--- src/rtl/dmacc_pkg.sv ---
package dmacc_pkg;
  localparam int REG_W     = 8;
  localparam int BIT_TC    = 7;
  localparam int BIT_MULTI = 3;
  localparam int BIT_STOP  = 2;
  localparam int BIT_START = 1;
  localparam int BIT_EN    = 0;
endpackage

--- src/rtl/dmacc_decode.sv ---
module dmacc_decode #(
  parameter int NUM_CH = 4,
  parameter int ADDR_W = 3
) (
  input  logic [ADDR_W-1:0] bus_addr,
  input  logic              bus_wr,
  input  logic              bus_rd,
  output logic [NUM_CH-1:0] wr_sel,
  output logic [NUM_CH-1:0] rd_sel
);
  localparam int IDX_W = ADDR_W - 1;

  logic even;
  assign even = ~bus_addr[0];

  for (genvar c = 0; c < NUM_CH; c++) begin : g_sel
    logic hit;
    assign hit       = even && (bus_addr[ADDR_W-1:1] == IDX_W'(c));
    assign wr_sel[c] = bus_wr && hit;
    assign rd_sel[c] = bus_rd && hit;
  end
endmodule

--- src/rtl/dmacc_chan.sv ---
module dmacc_chan
  import dmacc_pkg::*;
(
  input  logic             clk,
  input  logic             rst,
  input  logic             wr_sel,
  input  logic             rd_sel,
  input  logic [REG_W-1:0] wdata,
  input  logic             tc_evt,
  input  logic             hw_req,
  input  logic             nmi,
  output logic [REG_W-1:0] reg_view,
  output logic             accept_o,
  output logic             abort_o
);
  logic en_q, multi_q, tc_q;
  logic stop_cmd, start_cmd, kill, sw_ok, hw_ok, en_d;
  logic unused_hi;

  assign unused_hi = ^wdata[REG_W-1:BIT_MULTI+1];

  always_comb begin
    stop_cmd  = wr_sel && wdata[BIT_STOP];
    start_cmd = wr_sel && wdata[BIT_START];
    kill      = nmi || stop_cmd;
    sw_ok     = start_cmd && en_q && !tc_q && !kill;
    hw_ok     = hw_req && en_q && (multi_q || !tc_q) && !kill;
    en_d      = en_q;
    if (wr_sel)              en_d = wdata[BIT_EN];
    if (tc_evt && !multi_q)  en_d = 1'b0;
    if (kill)                en_d = 1'b0;
  end

  always_ff @(posedge clk) begin
    if (rst) begin
      en_q     <= 1'b0;
      multi_q  <= 1'b0;
      tc_q     <= 1'b0;
      accept_o <= 1'b0;
      abort_o  <= 1'b0;
    end else begin
      en_q     <= en_d;
      if (wr_sel) multi_q <= wdata[BIT_MULTI];
      if (tc_evt)      tc_q <= 1'b1;
      else if (rd_sel) tc_q <= 1'b0;
      accept_o <= sw_ok || hw_ok;
      abort_o  <= kill;
    end
  end

  always_comb begin
    reg_view            = '0;
    reg_view[BIT_TC]    = tc_q || tc_evt;
    reg_view[BIT_MULTI] = multi_q;
    reg_view[BIT_EN]    = en_q;
  end

  assert_tc_sticky_R3: assert property (@(posedge clk) disable iff (rst)
    tc_evt |=> tc_q);
  assert_single_drop_R5: assert property (@(posedge clk) disable iff (rst)
    (tc_evt && !multi_q) |=> !en_q);
  assert_multi_keep_R5: assert property (@(posedge clk) disable iff (rst)
    (tc_evt && multi_q && en_q && !nmi && !wr_sel) |=> en_q);
  assert_nmi_kill_R9: assert property (@(posedge clk) disable iff (rst)
    nmi |=> (!en_q && abort_o && !accept_o));
  assert_grant_needs_en_R6: assert property (@(posedge clk) disable iff (rst)
    accept_o |-> $past(en_q));
  assert_sw_held_R7: assert property (@(posedge clk) disable iff (rst)
    (start_cmd && tc_q && !hw_req) |=> !accept_o);
endmodule

--- src/rtl/dma_chan_ctrl.sv ---
module dma_chan_ctrl
  import dmacc_pkg::*;
#(
  parameter int NUM_CH = 4,
  parameter int ADDR_W = $clog2(NUM_CH) + 1
) (
  input  logic              clk,
  input  logic              rst,
  input  logic [ADDR_W-1:0] bus_addr,
  input  logic              bus_wr,
  input  logic              bus_rd,
  input  logic [7:0]        bus_wdata,
  output logic [7:0]        bus_rdata,
  input  logic [NUM_CH-1:0] tc_evt,
  input  logic [NUM_CH-1:0] hw_req,
  input  logic              nmi,
  output logic [NUM_CH-1:0] ch_accept,
  output logic [NUM_CH-1:0] ch_abort
);
  logic [NUM_CH-1:0]            wr_sel, rd_sel;
  logic [NUM_CH-1:0][REG_W-1:0] views;
  logic [REG_W-1:0]             rd_mux;

  dmacc_decode #(.NUM_CH(NUM_CH), .ADDR_W(ADDR_W)) u_dec (
    .bus_addr(bus_addr), .bus_wr(bus_wr), .bus_rd(bus_rd),
    .wr_sel(wr_sel), .rd_sel(rd_sel)
  );

  for (genvar c = 0; c < NUM_CH; c++) begin : g_ch
    dmacc_chan u_ch (
      .clk(clk), .rst(rst), .wr_sel(wr_sel[c]), .rd_sel(rd_sel[c]),
      .wdata(bus_wdata), .tc_evt(tc_evt[c]), .hw_req(hw_req[c]), .nmi(nmi),
      .reg_view(views[c]), .accept_o(ch_accept[c]), .abort_o(ch_abort[c])
    );
  end

  always_comb begin
    rd_mux = '0;
    for (int c = 0; c < NUM_CH; c++)
      if (rd_sel[c]) rd_mux = rd_mux | views[c];
  end

  always_ff @(posedge clk) begin
    if (rst)         bus_rdata <= '0;
    else if (bus_rd) bus_rdata <= rd_mux;
  end

  assert_read_pad_R2: assert property (@(posedge clk) disable iff (rst)
    bus_rd |=> (bus_rdata[6:4] == 3'b000 && bus_rdata[2:1] == 2'b00));
  assert_odd_read_R10: assert property (@(posedge clk) disable iff (rst)
    (bus_rd && bus_addr[0]) |=> (bus_rdata == 8'h00));
endmodule

--- config.mk ---
export PLATFORM = sky130hd
export DESIGN_NAME = dma_chan_ctrl
export DESIGN_NICKNAME = d
export VERILOG_FILES = /design/src/rtl/dmacc_pkg.sv /design/src/rtl/dmacc_decode.sv /design/src/rtl/dmacc_chan.sv /design/src/rtl/dma_chan_ctrl.sv
export SDC_FILE = /design/constraint.sdc
export NUM_CORES = 1
export LEC_CHECK = 0
export BUFFER_PORTS_ARGS = -buffer_cell sky130_fd_sc_hd__buf_4
export CORE_AREA = 2 2 67 50
export CTS_CLUSTER_SIZE = 40
export DETAILED_ROUTE_END_ITERATION = 8
export DIE_AREA = 0 0 69 52
export PLACE_DENSITY = 0.69
export SLEW_MARGIN = 20
export SYNTH_ARGS = -nofsm -noshare
export SYNTH_HDL_FRONTEND = slang
export SYNTH_SLANG_ARGS = --single-unit
--- constraint.sdc ---
create_clock -name clk -period 1.05 [get_ports clk]
set_input_delay 0.0525 -clock clk [delete_from_list [all_inputs] [get_ports clk]]
set_output_delay 0.0525 -clock clk [all_outputs]
set_load 0.005 [all_outputs]
==> results list, run 1 <==
* Result of the run: finished, violations left
- Violated checks: setup timing
* Proportion of layout cells with a drive suffix above 1: 46.0%
- In the final timing run, aggregate negative setup slack is -0.0775 ns.
* Worst-case setup slack after placement: -0.181 ns
* Post-synthesis average cell area: 9.70 um^2
* Combinational family with the most area after synthesis: compound AO/OA/AOI/OAI gates
- Overall fraction of global-route tracks in use: 17.5%
* Share of the synthesized netlist area taken by xor and xnor gates: 0%
- For this design the top-level I/O count stands at 40.
- In this run, the number of DRC markers left after iteration 0 of detailed routing was 63.
- Power share of the clock group: 30.7%
* Critical Path Start Type: register
- P_leak: 0.000689 uW
* Most common cell after layout, fill and taps aside: sky130_fd_sc_hd__buf_4
- Power spread over the standard cell area amounts to 1080 nW/um^2.
- Layout overhead on the synthesized area: 33.6%
* Multiplexer area fraction after synthesis: 9.20%
- Once the floorplan was initialized, standard cells occupied 42.0% of the core.
- Dividing the detail-routed via count by the number of cells gives 5.07.
- Mean routed wirelength per cell: 13.8 um
- For this run, the number of Yosys warnings is 0.
* Number of cells traversed by the worst hold path: 3
* Clock Latency Late Sink: 0.27 ns
- Most frequent cells in the layout: 59 x sky130_fd_sc_hd__buf_4, 19 x sky130_fd_sc_hd__dfxtp_1, 16 x sky130_fd_sc_hd__nor2_1
- Final worst-path setup slack: -0.0411 ns
- Total Power: 1810 uW
- In this run, post-CTS hold repair placed 0 buffers.
* Sink count of the clock tree: 23
- Setup violations remaining at the end of the flow were counted as 3.
* Flop pwr share: 50.4%
* Cell Int Power: 1350 uW
- Summing the areas of all fa, ha and maj instances in the mapped netlist gives 0% of the synthesized area.
- Crit share post-route: 104%
* Register bit total from synthesis: 23
* Core ar.: 2980 um^2
- The number of failing hold endpoints at the final stage was 0.
* Die ar.: 3590 um^2
- Count of buffers from port buffering: 30
- Of the total power, the share spent switching nets is 25.3%.
- In this run the vertical extent of the chip is 52 um.
- Horizontal extent of the die: 69 um
- The initial antenna violation count is 0.
* Final layout net count: 201
- The first global-routing pass estimated 4.86 mm of wire.
- DRC violation count after routing: 0
* # Post-CTS Setup Buffers: 0
* RSZ-0062 raised after global routing: yes
* FMAX: 917 MHz
* Sequential fraction of the synthesis area: 36.8%
- The tool flagged a number of max-cap violations equal to 0.
* Clock transition time at the flip-flop clock pins of the worst setup and hold paths: 0.08 ns
* Wire length after detailed routing: 2.96 mm
- Hold is met by 0.0121 ns.
- After synthesis, the netlist uses 33 different library cells.
* Area fraction in and, or, nand and nor cells after synthesis: 20.0%
- Maximum vdd drop: 0.000713 V
* Cells taking the most area after synthesis: sky130_fd_sc_hd__dfxtp_1 37%, sky130_fd_sc_hd__buf_4 8.4%, sky130_fd_sc_hd__mux2i_1 5.6%, sky130_fd_sc_hd__a2111oi_2 4.8%, sky130_fd_sc_hd__nor2_1 4.8%
- The clock passes through at most 2 buffers.
* Synth area leader: sky130_fd_sc_hd__dfxtp_1
- At the worst endpoint, the required time is 1.20 ns.
- The critical path starts at g_ch[3].u_ch.tc_q.
- DRT antenna net count: 0
- Combinational cells account for 18.9% of the total power.
- The critical path in this run is classified as register to register.
* Endpoint class of the critical path: register
* Utilization after layout: 56.1%
* Number of enable-type register cells in the synthesized netlist: 0
- The final-report max-slew violation count is 0.
- Main synth FF type: sky130_fd_sc_hd__dfxtp_1
- Summing the areas of all compound-gate instances in the mapped netlist gives 20.8% of the synthesized area.
- At the end of routability-driven placement, the weighted congestion stood at 0.879.
* Via total after detailed routing: 1085
- Worst Reg2Reg Path Length in Cells: 4
* Crit path max fanout: 2
- Start point of the worst min-delay path: tc_evt[0]
- Clock tree synthesis selected as its root buffer the cell sky130_fd_sc_hd__clkbuf_8.
- Entering global routing, the biggest net connects 16 pins.
* Post-synthesis cell count: 129
* Proportion of synthesized flip-flops having asynchronous set or reset: 0%
- Vias in the first global route: 989
- Sw Pwr: 457 uW
- CTS built an H-tree with a depth of 1.
- RR Startpoint: g_ch[3].u_ch.tc_q
* Clock tree from TritonCTS: built
- Detailed placement finished with a half-perimeter wire length of 2.34 mm.
- Synthesized cell area: 1250 um^2
- The initialized floorplan defines 17 standard-cell rows.
- Data arrival at the endpoint of the critical path: 1.24 ns
* Length of the first detailed-routing pass in iterations: 4
* Count of inserted antenna diode cells: 0
- The tightest min-delay check is of the input port to register type.
* Area share of the leading cell type in the synthesized netlist: 36.8%
- For this run the aggregate overflow at the end of global routing stands at 0.
- Final period demand of the worst path: 1.09 ns
* Skew final: 0.00728 ns
- Buffers inserted during clock tree synthesis total 3.
path summary, 6_finish.rpt:
kind	end	slack, ns
max	bus_rdata[7]	-0.04
min	g_ch[0].u_ch.tc_q	0.01
max reg2reg	bus_rdata[7]	-0.04
min reg2reg	g_ch[3].u_ch.accept_o	0.52
sequential cells by signal (all words and copies together), names as in the netlist:
name / count
bus_rdata: 3
g_ch.u_ch.abort_o: 4
g_ch.u_ch.en_q: 4
g_ch.u_ch.accept_o: 4
g_ch.u_ch.tc_q: 4
g_ch.u_ch.multi_q: 4
cell usage after synthesis (2+ instances only):
cell and instances:
sky130_fd_sc_hd__a2111oi_2 4, sky130_fd_sc_hd__a21oi_1 8, sky130_fd_sc_hd__a311o_1 4, sky130_fd_sc_hd__a31oi_1 5
sky130_fd_sc_hd__buf_4 14, sky130_fd_sc_hd__buf_6 2, sky130_fd_sc_hd__clkbuf_1 4, sky130_fd_sc_hd__dfxtp_1 23
sky130_fd_sc_hd__inv_1 5, sky130_fd_sc_hd__mux2i_1 7, sky130_fd_sc_hd__mux4_2 2, sky130_fd_sc_hd__nand2_1 5
sky130_fd_sc_hd__nand4b_1 2, sky130_fd_sc_hd__nor2_1 16, sky130_fd_sc_hd__nor2b_1 8, sky130_fd_sc_hd__nor3_1 3
cell type report:
type                            count  area, um^2
Fill cell                         279        1310
Multi-Input combinational cell     85         652
Sequential cell                    23         465
Timing Repair Buffer               59         443
Tap cell                           38        47.5
Clock buffer                        4        45.0
Inverter                            5        18.8
critical path, cell delays in order (launching register included):
cell and delay (ns):
sky130_fd_sc_hd__dfxtp_2 0.32, sky130_fd_sc_hd__or3b_1 0.34, sky130_fd_sc_hd__o311ai_1 0.08, sky130_fd_sc_hd__buf_4 0.16, sky130_fd_sc_hd__a311oi_2 0.08
per-layer routing:
layer	share of wire, %	global-route usage, %	up-vias
li1	-	-	541
met5	0	0	-
met3	5.5	5.62	5
met1	51	23.3	509
met4	0.51	3.59	0
met2	43	28.0	30
power by group through the flow:
stage	logic (uW)	registers, uW	clock network, uW
5_1_grt	370	915	619
2_1_floorplan	174	934	0
3_3_place_gp	329	930	0
4_1_cts	339	911	573
6_report	341	911	555
3_5_place_dp	335	931	0
repair_timing:
item                       4_1_cts  5_1_grt
pin swaps                        3        0
gates resized for setup          6        1
setup endpoints to repair        3        3
cell families (layout without fill, tap and decap cells):
family                 after synthesis  in the layout
DFF                                 23             23
other                                1              5
buffers and inverters               25             68
and+or+nand+nor                     42             42
AOI/OAI and AO/OA                   29             29
muxes                                9              9
stage by stage:
| stage | instances | cell area (um^2) |
|---|---|---|
| after CTS | 214 | 1670 |
| after floorplan | 133 | 1270 |
| final | 214 | 1670 |
| after global routing | 214 | 1670 |
| after global placement | 210 | 1610 |
| after detailed placement | 210 | 1610 |
Note: power is estimated with default switching activity, not from simulation.
==> inputs of run 2 (changes only) <==
==> constraint.sdc (replaced) <==
create_clock -name clk -period 0.98 [get_ports clk]
set_input_delay 0.049 -clock clk [delete_from_list [all_inputs] [get_ports clk]]
set_output_delay 0.049 -clock clk [all_outputs]
set_load 0.005 [all_outputs]
==> run 2 against run 1 <==
  * The flow still finishes with violations (setup timing)
  * Fmax is 2.0% lower
  * Combinational power is 13% higher
  * Sequential cell count did not move
  * Final cell count down 0.93%
  * Critical path type unchanged
  * Highest routed layer unchanged
==> results list, run 2 (synthesized netlist as in run 1, its figures left out) <==
- Total number of placement rows: 17 (unchanged)
- IO Count: 40 (unchanged)
- The aggregate global-route resource usage came to 19.2% (+1.7 points).
- Core ar.: 2980 um^2 (unchanged)
* Data arrival at the endpoint of the critical path: 1.28 ns (+0.04 ns)
- The overall power of the completed layout was 1970 uW (+9.1%).
- Number of cells traversed by the worst hold path: 3 (unchanged)
- Slowest library cell on the worst path: sky130_fd_sc_hd__mux4_2
* Grt peak-use layer: met2
- The startpoint identified for the worst register-to-register timing path is g_ch[3].u_ch.multi_q.
* DRC violation count after routing: 0 (unchanged)
* Power per standard cell area: 1140 nW/um^2 (+5.2%)
- Flop pwr share: 49.7% (-0.7 points)
- The leakage power of the design is 0.000695 uW (+0.78%).
- The H-tree depth came to 1 (unchanged).
- The startpoint identified for the worst hold timing path is tc_evt[3].
- Sequential cell area: 472 um^2 (+1.3%)
- The part of the total power dissipated in the clock network was 30.8% (about the same).
- Detailed Place HPWL: 2.58 mm (+10%)
* Critical R2R Capture: bus_rdata[3]
- The setup slack on the worst flop-to-flop path is -0.13 ns (-0.09 ns).
- The length of the first detailed-routing pass in iterations is 5 (+1).
- Clock Latency Late Sink: 0.27 ns (about the same)
- The post-detailed-routing wire length is 3.34 mm (+13%).
* Max-cap viol count: 0 (unchanged)
- End point of the most critical hold path: g_ch[3].u_ch.tc_q
* Required time at the endpoint of the critical path: 1.15 ns (-0.05 ns)
- The worst setup path is launched from a register.
* Vias in the first global route: 1091 (+10%)
- Cell Int Power: 1440 uW (+6.9%)
* Die ar.: 3590 um^2 (unchanged)
- Violated checks: setup timing
- Drt initial violations: 70 (+11%)
* Number of standard cells in the layout, taps in and fillers out: 212 (-0.93%)
- The number of buffers created by CTS came to 3 (unchanged).
- Pin count of the biggest net entering global routing: 16 (unchanged)
- DRT antenna net count: 0 (unchanged)
- The mean number of vias per cell came to 5.39 (+6.2%).
- Layout overhead on the synthesized area: 38.5%
* Crit path max fanout: 2 (unchanged)
* Crit path largest cell delay: 0.50 ns (+0.16 ns)
* Final Instance Area: 1730 um^2 (+3.7%)
* Mean routed wirelength per cell: 15.7 um (+14%)
* FMAX: 898 MHz (-2.0%)
- The starting density of the core was 42.0% (unchanged).
- Root Driver: sky130_fd_sc_hd__clkbuf_8
* Result of the run: finished, violations left
* Skew final: 0.00157 ns (-0.00571 ns)
- Combinational Power Share: 19.5% (+0.6 points)
- The fraction of the cycle the final worst path needs is 114% (+9.7 points).
* Most frequent cells in the layout: 57 x sky130_fd_sc_hd__buf_4, 16 x sky130_fd_sc_hd__nor2_1, 14 x sky130_fd_sc_hd__dfxtp_1
- The core occupancy in the finished layout came to 58.2% (+2.1 points).
- The placement-stage cell area is 1620 um^2 (about the same).
* Gpl congestion: 0.838 (-4.7%)
- The initial antenna violation count was 0 (unchanged).
* Most common cell after layout, fill and taps aside: sky130_fd_sc_hd__buf_4
- Maximum vdd drop: 0.000923 V (+30%)
- The maximum clock path buffer count came to 2 (unchanged).
* Clock tree from TritonCTS: built
- The final-report max-slew violation count is 0 (unchanged).
* Number of placed instances, taps included: 207 (-1.4%)
- Hold violation count in the final report: 0 (unchanged)
* Final layout net count: 199 (-1.0%)
- The number of antenna cells inserted is 0 (unchanged).
- RSZ-0062 raised after global routing: yes
- The critical path in this run is classified as register to register.
- The share of total power consumed by net switching was 26.8% (+1.5 points).
- The number of fillers in the final layout came to 284 (+1.8%).
* Cell-by-cell listing of the critical path: mux4_2, a21oi_2, nor2_1
- Horizontal extent of the die: 69 um (unchanged)
- Proportion of layout cells with a drive suffix above 1: 50.6% (+4.6 points)
- Met1 Resource Use GR: 23.8% (+0.50 points)
* Grt ovf: 0 (unchanged)
* CP Buf/Inv Count: 0 (-1)
- The worst setup margin came to -0.133 ns (-0.0922 ns).
- Hold buffers post-CTS: 0 (unchanged)
- The first-pass GRT wire length is 5.24 mm (+7.8%).
- Final period demand of the worst path: 1.11 ns (+0.0222 ns)
- In this run the worst hold path is classified as input port to register.
- Clock transition time at the flip-flop clock pins of the worst setup and hold paths: 0.08 ns (about the same)
- Crit-path leading delay family: multiplexers
* Sw Pwr: 529 uW (+16%)
- STA classifies the critical path endpoint as a register.
* Setup violators final: 3 (unchanged)
- Die Y-Extent: 52 um (unchanged)
- Met2 GRT Util: 33.8% (+5.8 points)
- Sink count of the clock tree: 23 (unchanged)
- The routed via count was 1142 (+5.3%).
- The port buffer count came to 30 (unchanged).
- The worst-case reg-to-reg path depth is 3 (-1).
* Area taken by multi-input logic gates: 721 um^2 (+11%)
- Met3 Use GR: 4.84% (-0.78 points)
## run 2: cell types whose count changed in the layout (fill, tap and decap cells not counted), moves of 2 or more
cell / change
sky130_fd_sc_hd__a2111oi_2: -3
sky130_fd_sc_hd__a2111oi_4: +3
sky130_fd_sc_hd__buf_4: -2
sky130_fd_sc_hd__dfxtp_1: -5
sky130_fd_sc_hd__dfxtp_2: +5
## run 2: worst register-to-register path, delay by kind of cell (launching register included)
family,cells,cell delay (ns)
AO/OA/AOI/OAI,1,0.14
multiplexers,1,0.50
flip-flops,1,0.33
AND/OR/NAND/NOR,1,0.04
## run 2: metal layers
| metal | wire length [um] | share of wire, % |
|---|---|---|
| met1 | 1510 | 45 |
| met2 | 1540 | 46 |
| met3 | 259 | 7.8 |
| met4 | 31 | 0.93 |
| met5 | 0 | 0 |
## run 2: cell type report
type / count / area share, %
Multi-Input combinational cell: 85 / 41.6
Sequential cell: 23 / 27.2
Timing Repair Buffer: 57 / 24.7
Tap cell: 38 / 2.74
Clock buffer: 3 / 2.38
Inverter: 5 / 1.08
Clock inverter: 1 / 0.289
## run 2: worst max-delay path by stage
stage	startpoint	to	slack (ns)	depth (start not counted)
5_1_grt	g_ch[3].u_ch.multi_q	bus_rdata[3]	-0.17	3
6_report	g_ch[3].u_ch.multi_q	bus_rdata[3]	-0.13	3
3_3_place_gp	bus_addr[2]	g_ch[2].u_ch.accept_o	-0.15	4
4_1_cts	g_ch[3].u_ch.multi_q	bus_rdata[3]	-0.11	3
2_1_floorplan	g_ch[3].u_ch.multi_q	bus_rdata[3]	-0.07	3
3_5_place_dp	bus_addr[1]	g_ch[3].u_ch.en_q	-0.20	4
## run 2: power groups by stage
stage               registers [uW]  clock network (uW)  logic [uW]
floorplan                     1000                   0         191
global placement               999                   0         351
detailed placement            1000                   0         361
CTS                            979                 615         366
global route                   983                 663         409
finish                         980                 607         384
## run 2: per-stage QoR
stage                     TNS [ns]  hold WS [ns]  worst slack (ns)
after floorplan             -0.133         0.166           -0.0675
after global placement       -1.26         0.275            -0.146
after detailed placement     -1.71         0.286            -0.203
after CTS                   -0.256       0.00359            -0.105
after global routing        -0.378        0.0140            -0.166
final                       -0.284       0.00444            -0.133
## run 2: repair_timing
item                                    in CTS  in global routing
resized for setup                            5                  8
pin swaps                                    3                  3
endpoints found under the setup margin       5                  8
setup buffers                                1                  0
gates cloned                                 0                  0
